[config.mk]
export PLATFORM = sky130hd
export DESIGN_NAME = dual_timer_counter
export DESIGN_NICKNAME = d
export VERILOG_FILES = /design/src/rtl/tc_pkg.sv /design/src/rtl/tc_tick_gen.sv /design/src/rtl/tc_edge_sample.sv /design/src/rtl/tc_unit.sv /design/src/rtl/dual_timer_counter.sv
export SDC_FILE = /design/constraint.sdc
export NUM_CORES = 1
export LEC_CHECK = 0
export BUFFER_PORTS_ARGS = -buffer_cell sky130_fd_sc_hd__buf_2
export CAP_MARGIN = 25
export CORE_MARGIN = 8
export CORE_UTILIZATION = 51
export DETAILED_ROUTE_END_ITERATION = 8
export PLACE_DENSITY = 0.78
export SYNTH_ARGS = -nofsm -noshare
export SYNTH_HDL_FRONTEND = slang
export SYNTH_SLANG_ARGS = --single-unit
[constraint.sdc]
create_clock -name clk -period 2.5 [get_ports clk]
set_input_delay 0.125 -clock clk [delete_from_list [all_inputs] [get_ports clk]]
set_output_delay 0.125 -clock clk [all_outputs]
set_load 0.01 [all_outputs]
[src/rtl/tc_pkg.sv]
package tc_pkg;
    // Operating mode of one count unit.
    typedef enum logic [1:0] {
        M_PRE13   = 2'd0,
        M_FULL16  = 2'd1,
        M_RELOAD8 = 2'd2,
        M_SPLIT   = 2'd3
    } tc_mode_e;

    // One configuration nibble: gate, source, mode.
    typedef struct packed {
        logic     gate;
        logic     ext_cnt;
        tc_mode_e mode;
    } tc_cfg_t;

    localparam logic [2:0] SEL_MODE = 3'd0;
    localparam logic [2:0] SEL_CTRL = 3'd1;
    localparam logic [2:0] SEL_LO0  = 3'd2;
    localparam logic [2:0] SEL_HI0  = 3'd3;
    localparam logic [2:0] SEL_LO1  = 3'd4;
    localparam logic [2:0] SEL_HI1  = 3'd5;

    localparam int CB_RUN0 = 0;
    localparam int CB_RUN1 = 1;
    localparam int CB_FLG0 = 2;
    localparam int CB_FLG1 = 3;
endpackage

[src/rtl/tc_tick_gen.sv]
// Machine-cycle tick generator.
// Raises tick_o for one clock out of every DIV; the first tick comes on the
// DIV-th edge after reset is released. Assumes DIV >= 2.
module tc_tick_gen #(
    parameter int DIV = 12
) (
    input  logic clk,
    input  logic rst_n,
    output logic tick_o
);
    localparam int CW = (DIV > 2) ? $clog2(DIV) : 1;

    logic [CW-1:0] div_q;

    // The tick fires while the divider sits at its last state.
    assign tick_o = (div_q == CW'(DIV - 1));

    // Divider that wraps after DIV clocks.
    always_ff @(posedge clk) begin
        if (!rst_n) div_q <= '0;
        else        div_q <= tick_o ? '0 : div_q + 1'b1;
    end

    // ticks are never on adjacent clocks.
    a_r2_tick_spaced: assert property (@(posedge clk) disable iff (!rst_n)
        tick_o |=> !tick_o);
endmodule

[src/rtl/tc_edge_sample.sv]
// Falling-edge detector for an external count pin.
// Samples the pin at each tick and flags a high-then-low pair of samples.
// Assumes the pin is already synchronous to clk.
module tc_edge_sample (
    input  logic clk,
    input  logic rst_n,
    input  logic tick_i,
    input  logic pin_i,
    output logic fall_o
);
    logic samp_q;

    // A count is due when the last sample was high and the pin is now low.
    assign fall_o = tick_i & samp_q & ~pin_i;

    // Hold the sample taken at the latest tick.
    always_ff @(posedge clk) begin
        if (!rst_n)      samp_q <= 1'b0;
        else if (tick_i) samp_q <= pin_i;
    end

    // an edge is only reported on a tick.
    a_r4_edge_on_tick: assert property (@(posedge clk) disable iff (!rst_n)
        fall_o |-> tick_i);
endmodule

[src/rtl/tc_unit.sv]
// One count unit: a low byte and a high byte that are stepped according to
// the mode. SPLIT=1 lets mode 3 run the two bytes separately (the high byte
// from inc_hi_i); SPLIT=0 makes mode 3 hold both bytes. A byte write
// replaces the byte's next value.
module tc_unit
    import tc_pkg::*;
#(
    parameter int BW    = 8,
    parameter int PRE   = 5,
    parameter bit SPLIT = 1'b0
) (
    input  logic          clk,
    input  logic          rst_n,
    input  tc_mode_e      mode_i,
    input  logic          inc_i,
    input  logic          inc_hi_i,
    input  logic          wr_lo_i,
    input  logic          wr_hi_i,
    input  logic [BW-1:0] wr_data_i,
    output logic [BW-1:0] lo_o,
    output logic [BW-1:0] hi_o,
    output logic          ovf_o,
    output logic          ovf_hi_o
);
    logic [BW-1:0] lo_q, hi_q, nxt_lo, nxt_hi;

    // Next count and overflow for the current mode.
    always_comb begin
        nxt_lo   = lo_q;
        nxt_hi   = hi_q;
        ovf_o    = 1'b0;
        ovf_hi_o = 1'b0;
        unique case (mode_i)
            M_PRE13: if (inc_i) begin
                nxt_lo[PRE-1:0] = lo_q[PRE-1:0] + 1'b1;
                if (&lo_q[PRE-1:0]) begin
                    nxt_hi = hi_q + 1'b1;
                    ovf_o  = &hi_q;
                end
            end
            M_FULL16: if (inc_i) begin
                {nxt_hi, nxt_lo} = {hi_q, lo_q} + 1'b1;
                ovf_o = &{hi_q, lo_q};
            end
            M_RELOAD8: if (inc_i) begin
                if (&lo_q) begin
                    nxt_lo = hi_q;
                    ovf_o  = 1'b1;
                end else begin
                    nxt_lo = lo_q + 1'b1;
                end
            end
            M_SPLIT: if (SPLIT) begin
                if (inc_i) begin
                    nxt_lo = lo_q + 1'b1;
                    ovf_o  = &lo_q;
                end
                if (inc_hi_i) begin
                    nxt_hi   = hi_q + 1'b1;
                    ovf_hi_o = &hi_q;
                end
            end
            default: ;
        endcase
    end

    // Count registers; a write wins over the increment.
    always_ff @(posedge clk) begin
        if (!rst_n) begin
            lo_q <= '0;
            hi_q <= '0;
        end else begin
            lo_q <= wr_lo_i ? wr_data_i : nxt_lo;
            hi_q <= wr_hi_i ? wr_data_i : nxt_hi;
        end
    end

    assign lo_o = lo_q;
    assign hi_o = hi_q;

    // a full prescaler carries into the high byte and keeps the top bits.
    a_r5_prescale_carry: assert property (@(posedge clk) disable iff (!rst_n)
        (mode_i == M_PRE13 && inc_i && (&lo_q[PRE-1:0]) && !wr_lo_i && !wr_hi_i)
        |=> (lo_q[PRE-1:0] == '0 && hi_q == BW'($past(hi_q) + 1'b1)
             && lo_q[BW-1:PRE] == $past(lo_q[BW-1:PRE])));

    // the full mode advances the 16-bit value by one.
    a_r6_full_step: assert property (@(posedge clk) disable iff (!rst_n)
        (mode_i == M_FULL16 && inc_i && !wr_lo_i && !wr_hi_i)
        |=> ({hi_q, lo_q} == (2*BW)'($past({hi_q, lo_q}) + 1'b1)));

    // a rollover in reload mode copies the high byte and leaves it alone.
    a_r7_reload: assert property (@(posedge clk) disable iff (!rst_n)
        (mode_i == M_RELOAD8 && inc_i && (&lo_q) && !wr_lo_i && !wr_hi_i)
        |=> (lo_q == $past(hi_q) && hi_q == $past(hi_q)));

    // a written byte shows the written data.
    a_r11_write_wins: assert property (@(posedge clk) disable iff (!rst_n)
        wr_lo_i |=> (lo_q == $past(wr_data_i)));

    generate
        if (!SPLIT) begin : g_freeze
            // a unit without split support stands still in mode 3.
            a_r9_frozen: assert property (@(posedge clk) disable iff (!rst_n)
                (mode_i == M_SPLIT && !wr_lo_i && !wr_hi_i)
                |=> ($stable(lo_q) && $stable(hi_q)));
        end
    endgenerate
endmodule

[src/rtl/dual_timer_counter.sv]
// Two count units with a shared mode byte and control byte.
// Derives the machine-cycle tick, forms each unit's count enable from its
// run bit, gate and source, and routes the overflows to the two flags.
// In split mode unit 0's high byte takes run bit 1 and flag 1.
// Assumes every pin input is already synchronous to clk.
module dual_timer_counter
    import tc_pkg::*;
#(
    parameter int MC_DIV = 12,
    parameter int BW     = 8,
    parameter int PRE    = 5
) (
    input  logic          clk,
    input  logic          rst_n,
    input  logic          wr_en_i,
    input  logic [2:0]    wr_sel_i,
    input  logic [BW-1:0] wr_data_i,
    input  logic          cnt_pin0_i,
    input  logic          cnt_pin1_i,
    input  logic          gate_pin0_i,
    input  logic          gate_pin1_i,
    input  logic          ack0_i,
    input  logic          ack1_i,
    output logic [2*BW-1:0] cnt0_o,
    output logic [2*BW-1:0] cnt1_o,
    output logic          flag0_o,
    output logic          flag1_o
);
    localparam int NU = 2;

    logic [BW-1:0] mode_q;
    logic          run0_q, run1_q, flag0_q, flag1_q;
    logic          tick;
    logic [NU-1:0] fall, pins;
    tc_cfg_t       cfg0, cfg1;
    logic          split, run1_eff, inc0, inc1, inc_hi0;
    logic          ovf0, ovf0_hi, ovf1, ovf1_hi, set0, set1;
    logic          wr_mode, wr_ctrl;
    logic [BW-1:0] lo0, hi0, lo1, hi1;

    tc_tick_gen #(.DIV(MC_DIV)) u_tick (
        .clk(clk), .rst_n(rst_n), .tick_o(tick)
    );

    assign pins = {cnt_pin1_i, cnt_pin0_i};

    generate
        for (genvar g = 0; g < NU; g++) begin : g_edge
            tc_edge_sample u_edge (
                .clk(clk), .rst_n(rst_n), .tick_i(tick),
                .pin_i(pins[g]), .fall_o(fall[g])
            );
        end
    endgenerate

    // Decode the mode nibbles and form the count enables.
    always_comb begin
        cfg0     = tc_cfg_t'(mode_q[3:0]);
        cfg1     = tc_cfg_t'(mode_q[7:4]);
        split    = (cfg0.mode == M_SPLIT);
        run1_eff = split | run1_q;
        inc0     = run0_q & (~cfg0.gate | gate_pin0_i) & (cfg0.ext_cnt ? fall[0] : tick);
        inc1     = run1_eff & (~cfg1.gate | gate_pin1_i) & (cfg1.ext_cnt ? fall[1] : tick);
        inc_hi0  = split & run1_q & tick;
        set0     = ovf0;
        set1     = split ? ovf0_hi : ovf1;
        wr_mode  = wr_en_i && wr_sel_i == SEL_MODE;
        wr_ctrl  = wr_en_i && wr_sel_i == SEL_CTRL;
    end

    tc_unit #(.BW(BW), .PRE(PRE), .SPLIT(1'b1)) u_unit0 (
        .clk(clk), .rst_n(rst_n), .mode_i(cfg0.mode),
        .inc_i(inc0), .inc_hi_i(inc_hi0),
        .wr_lo_i(wr_en_i && wr_sel_i == SEL_LO0),
        .wr_hi_i(wr_en_i && wr_sel_i == SEL_HI0),
        .wr_data_i(wr_data_i), .lo_o(lo0), .hi_o(hi0),
        .ovf_o(ovf0), .ovf_hi_o(ovf0_hi)
    );

    tc_unit #(.BW(BW), .PRE(PRE), .SPLIT(1'b0)) u_unit1 (
        .clk(clk), .rst_n(rst_n), .mode_i(cfg1.mode),
        .inc_i(inc1), .inc_hi_i(1'b0),
        .wr_lo_i(wr_en_i && wr_sel_i == SEL_LO1),
        .wr_hi_i(wr_en_i && wr_sel_i == SEL_HI1),
        .wr_data_i(wr_data_i), .lo_o(lo1), .hi_o(hi1),
        .ovf_o(ovf1), .ovf_hi_o(ovf1_hi)
    );

    // Mode byte, run bits and flags; a control write wins over set and ack.
    always_ff @(posedge clk) begin
        if (!rst_n) begin
            mode_q  <= '0;
            run0_q  <= 1'b0;
            run1_q  <= 1'b0;
            flag0_q <= 1'b0;
            flag1_q <= 1'b0;
        end else begin
            if (wr_mode) mode_q <= wr_data_i;
            if (wr_ctrl) begin
                run0_q  <= wr_data_i[CB_RUN0];
                run1_q  <= wr_data_i[CB_RUN1];
                flag0_q <= wr_data_i[CB_FLG0];
                flag1_q <= wr_data_i[CB_FLG1];
            end else begin
                flag0_q <= set0 | (flag0_q & ~ack0_i);
                flag1_q <= set1 | (flag1_q & ~ack1_i);
            end
        end
    end

    assign cnt0_o  = {hi0, lo0};
    assign cnt1_o  = {hi1, lo1};
    assign flag0_o = flag0_q;
    assign flag1_o = flag1_q;

    // acknowledge without a competing set clears the flag.
    a_r10_ack_clears: assert property (@(posedge clk) disable iff (!rst_n)
        (ack0_i && !set0 && !wr_ctrl) |=> !flag0_o);

    // an overflow sets its flag even against an acknowledge.
    a_r10_set_wins: assert property (@(posedge clk) disable iff (!rst_n)
        (set1 && !wr_ctrl) |=> flag1_o);

    // in split mode unit 1 never reaches flag 1.
    a_r9_no_flag_steal: assert property (@(posedge clk) disable iff (!rst_n)
        (split && !ovf0_hi && !wr_ctrl && !flag1_o) |=> !flag1_o);

    // with run bit 0 clear, unit 0 holds its count.
    a_r3_stopped_holds: assert property (@(posedge clk) disable iff (!rst_n)
        (!run0_q && cfg0.mode != M_SPLIT && !(wr_en_i && (wr_sel_i == SEL_LO0 || wr_sel_i == SEL_HI0)))
        |=> $stable(cnt0_o));
endmodule

After elaboration in Yosys (flattened, before gate mapping)
Index checks and enable logic that the tools add are counted.
- reductions and logical operators: 29
- mux-type cells: 45
- equality and inequality tests: 25
- add/sub/neg operators: 9
- bitwise operators: 24
- operators with widths (operator ; number):
    $mux 8 ; 18
    $add 16x1->16 const B ; 2
    $add 8x1->8 const B ; 4
    $reduce_and 16->1 ; 2
    $reduce_and 8->1 ; 4
    $ne 3x2->1 const B ; 10
    $pmux 8 s3 ; 1
    $pmux 5 s4 ; 1
    $mux 1 ; 17
    $pmux 8 s2 ; 1
    $reduce_and 4->1 ; 4
    $pmux 5 s3 ; 1
    $reduce_and 5->1 ; 3
    $and 1x1->1 ; 12
    $ne 3x1->1 const B ; 4
    $reduce_bool 4->1 ; 3
    $add 5x1->5 const B ; 2
    $mux 5 ; 2
    $pmux 3 s3 ; 1
    $not 1->1 ; 7
    $eq 2x2->1 const B ; 3
    $eq 3x2->1 const B ; 2
    $eq 3x3->1 const B ; 2
    $logic_and 1x1->1 ; 6
    13 further kinds ; 20
- register bits: 50
- output and inout bits: 34
- word-level logic and storage cells: 146

Logic depth before layout (Yosys ltp)
- word-level depth: 10
- gate-level depth with buffers: 8
- mapped depth without buffers: 8

Modules after synthesis
Synthesis repeated with hierarchy kept, for this count alone.
- cell total of the unflattened synthesis: 459
- area total of the unflattened synthesis: 3624.7 um2
- by module, submodules not included (module ; cells an instance ; times used ; sequential area each (um2) ; area an instance (um2)):
    tc_unit (u_unit0) ; 199 ; 1 ; 320.3 ; 1526.5
    tc_unit (u_unit1) ; 162 ; 1 ; 320.3 ; 1262.5
    dual_timer_counter ; 72 ; 1 ; 240.2 ; 568.0
    tc_tick_gen ; 18 ; 1 ; 80.1 ; 175.2
    tc_edge_sample ; 4 ; 2 ; 20.0 ; 46.3

Least setup slack after synthesis
Ideal clock, no wire load.
- kind: register to register
- start point: register u_unit0.lo_q[0] (netlist: u_unit0.lo_o[0])
- end point: register u_unit0.hi_q[7] (netlist: u_unit0.hi_o[7])
- arrival: 2.391 ns
- cell stages (with the launch flop): 9
- clock period less this slack: 2.465 ns
- setup slack: 0.035 ns
- path buffers: 0
- data required time: 2.426 ns
- setup time: 0.074 ns
- cells stage by stage: dfxtp_1 > ha_1 > and3_1 > ha_1 > inv_1 > a222oi_1 > nand2_2 > or4_1 > a31oi_1
- longest elaborated chain between the ends: 4
- elaborated cells between the ends (all ways): 7
- classes of those cells: add/sub (1); eq/ne (1); mux (3); reduce/logical (2)
- RTL lines (element ; line ; source):
    from (decl) ; tc_unit.sv:25 ; logic [BW-1:0] lo_q, hi_q, nxt_lo, nxt_hi;
    from (signal assigned) ; tc_unit.sv:73 ; lo_q <= wr_lo_i ? wr_data_i : nxt_lo;
    $add 16x1->16 ; tc_unit.sv:42 ; {nxt_hi, nxt_lo} = {hi_q, lo_q} + 1'b1;
    $mux 8 ; tc_unit.sv:41 ; M_FULL16: if (inc_i) begin
    $pmux 8 s3 ; tc_unit.sv:33 ; unique case (mode_i)
    $mux 8 ; tc_unit.sv:74 ; hi_q <= wr_hi_i ? wr_data_i : nxt_hi;
    to (signal assigned) ; tc_unit.sv:74 ;
    to (decl) ; tc_unit.sv:25 ;
Parallel ways exist; a longest one is shown, timed or not. The select of a mux whose other input is x is not followed.
A chain may end at the register's enable or synchronous reset.

Final worst setup path
- start point: register mode_q[1]
- end point: register u_unit0.hi_q[7] (netlist: u_unit0.hi_o[7])
- longest elaborated chain between the ends: 5
- elaborated cells between the ends (all ways): 13
- classes of those cells: eq/ne (6); mux (2); bitwise (2); reduce/logical (3)
- RTL lines (element ; line ; source):
    from (decl) ; dual_timer_counter.sv:31 ; logic [BW-1:0] mode_q;
    from (signal assigned) ; dual_timer_counter.sv:98 ; if (wr_mode) mode_q <= wr_data_i;
    $eq 2x2->1 ; tc_unit.sv:33, dual_timer_counter.sv:60 ;
    $and 1x1->1 (2 in series) ; dual_timer_counter.sv:64 ; inc_hi0 = split & run1_q & tick;
    $ne 3x1->1 (no line) ; - ;
    $reduce_and 5->1 (no line) ; - ;
Parallel ways exist; a longest one is shown, timed or not.

==> flow_metrics.tcl <==
set metrics [dict create \
    tightest_slew_ns 1.07 \
    fin_crit_ns 2.44 \
    synth_cell_types 55 \
    cp.required_ns 2.74 \
    start_util_pct 52.3 \
    finalSetupViolCount 0 \
    finClkSkew_ns 0.00848 \
    fin_nets 536 \
    synth_edf_count 0 \
    finalHoldViolCount 0 \
    drc_errors 0 \
    netlist_area_mm2 0.00330 \
    power_leakage_nw 1.48 \
    cp_cell_sequence "inv_1, ha_1, nand4bb_1, a2111oi_0, buf_4, a211oi_1, or4_1, a31oi_1" \
    cp-start-kind "flip-flop" \
    endpoint_kind "flip-flop" \
    cts_tree "yes" \
    synthCells 435 \
    clk_latency_ns 0.31 \
    status "completed" \
    dieWidth_um 96.5 \
    critPathMaxFanout 5 \
    drt_iter0_drc 398 \
    ir_drop_uv 312 \
    gp_congestion 0.991 \
    h-tree-depth 2 \
    relSlewSlack_pct 28.1 \
    vias_per_cell 6.46 \
    synthToLayoutAreaGrowth_pct 16.8 \
    ys.flop_type "dfxtp_1" \
    hold_path_class "in2reg" \
    finalPower_mw 1.60 \
    grt_max_degree 21 \
    antennaDiodeCount 0 \
    crit_type "reg2reg" \
    clock.fmax_mhz 410 \
    synthesis.nets 471 \
    drive_above_1_share_pct 18.6 \
    ios 54 \
    syn_area_per_cell_um2 7.60 \
    wirelength_um 10700 \
    track_usage_pct 23.4 \
    overflow 0 \
    synthArstFlopShare_pct 0 \
    cts_made_buffers 5 \
    dpl.hpwl_um 7840 \
    cp_data_arrival_time_ns 2.68 \
    clkTransAtPathRegs_ns 0.09 \
    drtPass1Iterations 4 \
    path_delay_family "compound AO/OA/AOI/OAI gates" \
    final_cell_mix "57 x nand2_1, 53 x buf_2, 48 x dfxtp_1" \
    maxCapViolCount 0 \
    slew_viol_final 0 \
    n_fill_cell 609 \
    yosysSeqAreaShare_pct 30.3 \
    worst-path-buf-inv 2 \
    die_area_mm2 0.00931 \
    power_density_mw_per_mm2 416 \
    antenna_found_initial 0 \
    clock_sinks 50 \
    io_buffer_count 53 \
    wire_per_inst_um 18.6 \
    ys.warnings.count 0 \
    synth-seq-cells 50 \
    grt_first_pass_wirelength_um 17300 \
    detailed_place.area_mm2 0.00376 \
    final_common_cell "nand2_1" \
    drtAntennaViolNets 0 \
    num_rows 29 \
    grt_pass1_vias 3511 \
    final_area_mm2 0.00386 \
    seq_area_mm2 0.00100 \
    fin_crit_sh_pct 97.5 \
    clockRootBuffer "clkbuf_8" \
    via_count 3728 \
    clockBufferDepth 2 \
    coreArea_mm2 0.00631 \
    max_stage_delay_ns 0.52 \
    slowest_stage "a2111oi_0" \
    die_h_um 96.5 \
    multiInputGateArea_mm2 0.00218 \
]
## sequential cells by signal, summed over array words and instances (netlist names)
name / cells
mode_q: 8
u_unit0.hi_o: 8
u_unit0.lo_o: 8
u_unit1.hi_o: 8
u_unit1.lo_o: 8
u_tick.div_q: 4
g_edge.u_edge.samp_q: 2
flag0_o: 1
flag1_o: 1
run0_q: 1
run1_q: 1
## cells in the mapped netlist (all sizes together), types with 7 or more instances
master | count | share of area, %
nand2 | 58 | 6.7
dfxtp | 50 | 30
nor2 | 35 | 4.0
o21ai | 34 | 5.1
a21oi | 27 | 4.1
inv | 18 | 2.0
nand3 | 18 | 2.7
a31oi | 16 | 3.0
ha | 16 | 6.1
clkbuf | 15 | 1.7
nand4 | 15 | 2.8
nor3 | 10 | 1.5
o31ai | 10 | 2.3
or3 | 10 | 1.9
and3 | 9 | 1.7
a221oi | 7 | 2.0
## worst min-delay path: cells and delay by family
kind | cells | cell delay, ns
and+or+nand+nor | 1 | 0.05
buffers and inverters | 1 | 0.10
AOI/OAI and AO/OA | 1 | 0.05
## per-layer routing
metal | up-vias | global-route usage, % | wire length [um]
li1 | 1766 | - | -
met1 | 1777 | 30.3 | 4580
met2 | 174 | 38.3 | 5210
met3 | 11 | 4.25 | 836
met4 | 0 | 7.69 | 129
met5 | - | 0 | 0
## worst paths after layout
kind | slack [ns] | to | startpoint | depth (start not counted)
worst min-delay path | 0.05 | g_edge[0].u_edge.samp_q | cnt_pin0_i | 3
worst max-delay path | 0.06 | u_unit0.hi_o[7] | mode_q[1] | 8
worst max register to register | 0.06 | u_unit0.hi_o[7] | mode_q[1] | 8
worst min register to register | 0.46 | g_edge[1].u_edge.samp_q | g_edge[1].u_edge.samp_q | 2
## cell families after synthesis
| logic type | synth area share (%) |
|---|---|
| xor gates and xnor gates | 2.39 |
| buffers and inverters | 4.05 |
| muxes | 2.54 |
| AOI/OAI and AO/OA | 26.2 |
| DFF | 30.3 |
| adders and majority gates | 6.06 |
| and+or+nand+nor | 28.5 |
## where the power goes
part | internal, mW | switching, mW | total, mW
Sequential | 0.829 | 0.0530 | 0.882
Combinational | 0.101 | 0.146 | 0.247
Clock | 0.189 | 0.287 | 0.476
## cell type report
class                      count  share of cell area [%]
timing repair buffer          75                    11.2
multi-input combinational    350                    56.5
tap                           77                    2.50
clock buffer                   5                    1.78
clock inverter                 2                   0.259
inverter                      18                    1.75
sequential                    50                    26.0
## stage by stage
stage	util (%)	hold WS (ns)	TNS (ns)	setup WS [ns]	instances
finish	61.1	0.0537	0	0.0617	577
global route	61.1	0.0522	-0.00405	-0.00405	577
CTS	60.8	0.0585	0	0.0591	576
detailed placement	59.5	0.386	0	0.0941	569
global placement	59.5	0.376	0	0.165	569
floorplan	-	0.233	0	0.0347	435
## what timing repair did
action,CTS,global route
endpoints found under the hold margin,0,0
hold buffers,0,0
gates resized for setup,0,4
buffers inserted,0,1
endpoints found under the setup margin,0,5
Power figures use the tool's default switching activity.
